**src/rtl/rtc_tick_timer.sv**
```systemverilog
module rtc_tick_timer #(
  parameter int CNT_W      = 16,
  parameter int MIN_RELOAD = 2
) (
  input  logic        clk,
  input  logic        rst_n,
  input  logic        ref_stb,
  input  logic        wr_en,
  input  logic [1:0]  addr,
  input  logic [31:0] wdata,
  output logic [31:0] rdata,
  output logic        tick_irq
);
  localparam int SEL_W = 4;
  localparam int PRE_W = (1 << SEL_W) - 1;

  logic [31:0]      ctrl_q;
  logic [CNT_W-1:0] reload, cnt;
  logic [SEL_W-1:0] sel_act;
  logic [PRE_W-1:0] pre, mask;
  logic             run, stat;

  wire wr_ctrl   = wr_en && addr == 2'd0;
  wire wr_reload = wr_en && addr == 2'd1;
  wire wr_stat   = wr_en && addr == 2'd3;
  wire reload_ok = wdata > 32'(MIN_RELOAD);

  wire start = wr_ctrl && wdata[0] && wdata[8] && !ctrl_q[8] && reload != '0;
  wire stop  = wr_ctrl && (!wdata[0] || (ctrl_q[8] && !wdata[8]));

  assign mask = PRE_W'((32'd1 << sel_act) - 32'd1);
  wire div_pulse = run && ref_stb && ((pre & mask) == mask);
  wire expire    = div_pulse && cnt == CNT_W'(1) && !start && !stop;

  always_ff @(posedge clk) begin
    if (!rst_n) begin
      ctrl_q  <= '0;
      reload  <= '0;
      cnt     <= '0;
      sel_act <= '0;
      pre     <= '0;
      run     <= 1'b0;
      stat    <= 1'b0;
    end else begin
      if (wr_ctrl) begin
        ctrl_q <= wdata;
        if (wdata[0]) sel_act <= wdata[7:4];
      end
      if (wr_reload && reload_ok) reload <= wdata[CNT_W-1:0];
      if (start) begin
        cnt <= reload;
        run <= 1'b1;
        pre <= '0;
      end else if (stop) begin
        run <= 1'b0;
      end else if (run && ref_stb) begin
        pre <= pre + PRE_W'(1);
        if (div_pulse) cnt <= (cnt == CNT_W'(1)) ? reload : cnt - CNT_W'(1);
      end
      if (expire) stat <= 1'b1;
      else if (wr_stat && wdata[0]) stat <= 1'b0;
    end
  end

  always_comb begin
    case (addr)
      2'd0:    rdata = ctrl_q;
      2'd1:    rdata = {{(32-CNT_W){1'b0}}, reload};
      2'd2:    rdata = {{(32-CNT_W){1'b0}}, cnt};
      default: rdata = {31'b0, stat};
    endcase
  end

  assign tick_irq = stat;

  assert_reload_reject_R2: assert property (@(posedge clk) disable iff (!rst_n)
    (wr_reload && !reload_ok) |=> $stable(reload));
  assert_start_load_R3: assert property (@(posedge clk) disable iff (!rst_n)
    start |=> (run && cnt == $past(reload)));
  assert_count_nonzero_R4: assert property (@(posedge clk) disable iff (!rst_n)
    run |-> cnt != '0);
  assert_expire_irq_R5: assert property (@(posedge clk) disable iff (!rst_n)
    expire |=> tick_irq);
  assert_stop_R6: assert property (@(posedge clk) disable iff (!rst_n)
    stop |=> !run);
  assert_hold_R6: assert property (@(posedge clk) disable iff (!rst_n)
    (!run && !start) |=> $stable(cnt));
  assert_clear_R7: assert property (@(posedge clk) disable iff (!rst_n)
    (wr_stat && wdata[0] && !expire) |=> !tick_irq);
endmodule

```
**config.mk**
```make
export PLATFORM = sky130hd
export DESIGN_NAME = rtc_tick_timer
export DESIGN_NICKNAME = d
export VERILOG_FILES = /design/src/rtl/rtc_tick_timer.sv
export SDC_FILE = /design/constraint.sdc
export NUM_CORES = 1
export LEC_CHECK = 0
export CAP_MARGIN = 20
export CORE_MARGIN = 5
export CORE_UTILIZATION = 49
export CTS_CLUSTER_DIAMETER = 200
export DETAILED_ROUTE_END_ITERATION = 6
export HOLD_SLACK_MARGIN = 0.03
export PLACE_DENSITY = 0.75
export SLEW_MARGIN = 10
export SYNTH_ARGS = -nofsm -noshare
export SYNTH_HDL_FRONTEND = slang
export SYNTH_SLANG_ARGS = --single-unit
export TNS_END_PERCENT = 20
```
**constraint.sdc**
```tcl
create_clock -name clk -period 6.2 [get_ports clk]
set_input_delay 0.93 -clock clk [delete_from_list [all_inputs] [get_ports clk]]
set_output_delay 0.93 -clock clk [all_outputs]
set_load 0.01 [all_outputs]
```
# Word-level counts from Yosys, hierarchy flattened
# Index checks and enable logic that the tools add are counted.
dict set report word_totals {
  elab_cells 63
  reg_bits 85
  output_inout_bits 33
}
dict set report op_classes {
  shifts 1
  n_eq_ne 6
  magnitude_cmp 1
  reduce_logical 32
  mux 10
  n_bitwise 3
  addsub 3
}
# op n
set ops {}
lappend ops {{case mux 32 bit (3 select lines)} 1}
lappend ops {{two-way mux 16 bit} 5}
lappend ops {{greater-than comparator 32 x 2 -> 1 bit (second input constant)} 1}
lappend ops {{== test 16 x 1 -> 1 bit (second input constant)} 1}
lappend ops {{logical AND 1 bit} 16}
lappend ops {{nonzero test 16 bit} 1}
lappend ops {{subtractor 16 x 1 -> 16 bit (second input constant)} 1}
lappend ops {{adder 15 x 1 -> 15 bit (second input constant)} 1}
lappend ops {{AND 15 bit} 1}
lappend ops {{== test 15 bit} 1}
lappend ops {{left shift 1 x 4 -> 15 bit (first input constant)} 1}
lappend ops {{subtractor 15 x 1 -> 15 bit (second input constant)} 1}
lappend ops {{nonzero test 2 bit} 4}
lappend ops {{logical NOT 1 bit} 5}
lappend ops {{== test 2 bit (second input constant)} 2}
lappend ops {{two-way mux 1 bit} 4}
lappend ops {{AND reduction 2 bit} 2}
lappend ops {{AND reduction 3 bit} 1}
lappend ops {{== test 2 x 1 -> 1 bit (second input constant)} 1}
lappend ops {{logical NOT 2 bit} 1}
lappend ops {{inequality test 2 bit (second input constant)} 1}
lappend ops {{NOT 1 bit} 2}
lappend ops {{OR reduction 2 bit} 1}
lappend ops {{logical OR 1 bit} 1}

# Depth between registers and ports, before layout
dict set report logic_depth {
  depth_word 10
  mapped_depth 14
  mapped_depth_nobuf 10
}

# Worst setup path after synthesis
# OpenSTA, ideal clock, no wires.
dict set report synth_path {
  path_kind {input to output}
  from {input addr[1]}
  to {output rdata[10]}
  arrival_time_ns 2.020
  path_slack_ns 3.250
  stages 4
  n_path_buf 2
  required_ns 5.270
  cell_sequence {buf_2 > buf_1 > mux2i_1 > o21ai_0}
}
dict set report synth_between {
  elab_chain_len 2
  word_cells_on_any_way 4
  classes_between {2 x eq/ne; 1 x mux; 1 x reduce/logical}
}
# element line_no
set synth_lines {}
lappend synth_lines {{start: declaration} 9} ;# input logic [1:0] addr,
lappend synth_lines {{== test 2 bit, or another cell as far along} 66} ;# case (addr)
lappend synth_lines {{case mux 32 bit (3 select lines) *} 66}
lappend synth_lines {{end: declaration} 11} ;# output logic [31:0] rdata,
# Every way passes the cells marked *; elsewhere a longest branch is shown, timed or not.

# Final worst setup path
dict set report layout_path {
  from {input addr[1]}
  to {output rdata[21]}
}
# The elaborated chain is that of the path after synthesis.

==> impl_metrics.env <==
export IMPL_powerDensity_nw_per_um2=207.5
export IMPL_cts_sinks=85
export IMPL_stdcell_count=733
export IMPL_maxSlewViolCount=0
export IMPL_drtPass1Iterations=5
export IMPL_grt_usage=0.2314
export IMPL_post_cts_setup_buffer_count=0
export IMPL_core_area_um2=9196
export IMPL_finalCritPeriodShare=0.7408
export IMPL_critPathLaunchType="input pin"
export IMPL_worst_setup_path_type="input pin to output pin"
export IMPL_rows=35
export IMPL_ant_nets=0
export IMPL_period_needed_ps=4593
export IMPL_hold_path_class="flip-flop to flip-flop"
export IMPL_cts_buffers=9
export IMPL_cp_startpoint="addr[1]"
export IMPL_fin_skew_ps=11.63
export IMPL_max_freq_mhz=217.7
export IMPL_max_slew_worst_pin_slew_ps=1084
export IMPL_antenna_cells=0
export IMPL_htreeDepth=3
export IMPL_grt_pass1_wl_um=21360
export IMPL_port_buffers=70
export IMPL_nNetsFinal=659
export IMPL_tritoncts="built"
export IMPL_min_to="ctrl_q[21]"
export IMPL_mappedNetlistNets=611
export IMPL_synthArstFlopShare=0
export IMPL_r2r_cells=10
export IMPL_die_area_um2=11440
export IMPL_fillerInstances=822
export IMPL_synth_top_area_cell="dfxtp_1"
export IMPL_wl_per_cell_um=17.73
export IMPL_dp_cells=715
export IMPL_initial_utilization=0.5007
export IMPL_max_cap_violations=0
export IMPL_fin_total_pwr_mw=1.143
export IMPL_required_ps=5270
export IMPL_syn_avg_cell_area_um2=8.092
export IMPL_cp_arrival_ps=3660
export IMPL_yosysWarnings=0
export IMPL_ys_seq_elements=85
export IMPL_cp_max_fo=20
export IMPL_synth_cells=569
export IMPL_place_congestion=0.9015
export IMPL_cp_end_kind="output pin"
export IMPL_via_per_inst=5.926
export IMPL_drt_iter0_markers=291
export IMPL_clk_pin_slew_ps=90
export IMPL_rsz0062_at_grt="no"
export IMPL_yosysMostFrequentCell="nand2_1"
export IMPL_synth_cell_types=57
export IMPL_synthToLayoutAreaGrowth_pct=19.57
export IMPL_setup_viol=0
export IMPL_drc=0
export IMPL_drive_above_1_share=0.04823
export IMPL_dp_hpwl_um=9270
export IMPL_io_pins=71
export IMPL_synth_edf_count=0
export IMPL_hold_buffers=0
export IMPL_cts_resized=0
export IMPL_dr_total_vias=4344
export IMPL_reg2reg_from="sel_act[2]"
export IMPL_tns_ps=0
export IMPL_antenna_found_initial=0
export IMPL_grt_max_degree=63
export IMPL_status="completed"
export IMPL_ff2ff_setup_slack_ps=3040
export IMPL_seq_area_frac_synth=0.3696
export IMPL_hp_start="ctrl_q[21]"
export IMPL_holdWs_ps=467.7
export IMPL_min_path_cells=2
export IMPL_drt_total_wl_um=12990
export IMPL_clk_latency_ps=360
export IMPL_rr_endpoint="cnt[9]"
export IMPL_synth_top_area_frac=0.3696
export IMPL_die_y_um=106.9
export IMPL_netlist_area_um2=4604
export IMPL_ys_flop_type="dfxtp_1"
export IMPL_slew_headroom=0.2754
export IMPL_cts_buffer_depth=2
export IMPL_cts_root_buf="clkbuf_8"
export IMPL_overflow=0
export IMPL_die_w_um=106.9
export IMPL_power_leakage_nw=2.088
export IMPL_grt_pass1_vias=4180
export IMPL_synth_area_leaders="dfxtp_1 37%, nand2_1 7.9%, mux2i_1 7.6%"
export IMPL_hold_viol=0
export IMPL_synthTopCellsByCount="97 x nand2_1, 85 x dfxtp_1, 42 x nor2_1, 35 x a21boi_0, 35 x mux2i_1"
export IMPL_max_vdd_ir_drop_mv=0.1334
## report_power, final
| part | total (mW) | internal [mW] | switching (mW) |
|---|---|---|---|
| clock network | 0.403 | 0.198 | 0.205 |
| registers | 0.575 | 0.559 | 0.0159 |
| logic | 0.165 | 0.0764 | 0.0882 |
## stage by stage
step,setup WS [ps],area (um2),utilization
3_5_place_dp,1549,5279,0.5740
4_1_cts,1558,5479,0.5958
6_report,1607,5505,0.5986
3_3_place_gp,1699,5279,0.5740
2_1_floorplan,3250,4604,-
5_1_grt,1402,5505,0.5986
## worst max-delay path, cell delays in order
cell	delay [ps]
clkdlybuf4s50_1	970
nor2_1	960
and2_1	240
clkdlybuf4s50_1	550
## layer usage
layer  routed length (um)  vias to the layer above  track usage
li1                     -                     2087            -
met3                  969                       30      0.04877
met4                  328                        0      0.08584
met2                 5893                      170       0.3660
met5                    0                        -            0
met1                 5802                     2057       0.3106
## cell families (layout without fill, tap and decap cells)
family,count (synthesis),after routing,share of synthesized area
adders and majority gates,4,4,0.01087
buffers and inverters,44,97,0.04647
and+or+nand+nor,262,262,0.2872
muxes,36,36,0.08098
AOI/OAI and AO/OA,122,122,0.1745
xor gates and xnor gates,16,16,0.03044
DFF,85,85,0.3696
## state kept, by name (all words and copies together) (netlist names)
name / count
sel_act: 4
reload: 16
tick_irq: 1
run: 1
pre: 15
cnt: 16
ctrl_q: 32
## cell type report
type                       count  area, um2  area share
tap                          111      138.9     0.02523
timing repair buffer          76      757.0      0.1375
inverter                       5      18.77    0.003409
multi-input combinational    440       2689      0.4884
clock buffer                  11      141.4     0.02568
sequential                    85       1702      0.3091
clock inverter                 5      58.81     0.01068
## how the worst max path moves through the flow
stage                           end  slack, ps  cells past startpoint
final                     rdata[21]       1610                      4
after global routing      rdata[25]       1400                      4
after CTS                 rdata[25]       1560                      4
after detailed placement  rdata[25]       1550                      4
after global placement    rdata[16]       1700                      4
after floorplan           rdata[10]       3250                      4
## cell usage in the layout (no fill, tap or decap), types with 2 or more instances in the layout
master           count
a21boi_0            35
a21oi_1             20
a31oi_1              2
and2_1              21
and3_1               6
buf_4                4
clkbuf_8            10
clkdlybuf4s50_1     70
clkinvlp_4           2
dfxtp_1             85
ha_1                 4
inv_1                5
mux2i_1             35
nand2_1             97
nand2b_1             4
nand3_1             10
nand4_1             10
nor2_1              42
nor2b_1             23
nor3_1              11
nor4_1              18
nor4b_1              2
o211ai_1            10
o211ai_2             2
o21ai_0             26
o21ai_1             10
o22ai_1              3
o311ai_1             4
o31a_1               2
or3_1                3
xnor2_1              2
xor2_1              14
Note: power is estimated with default switching activity, not from simulation.
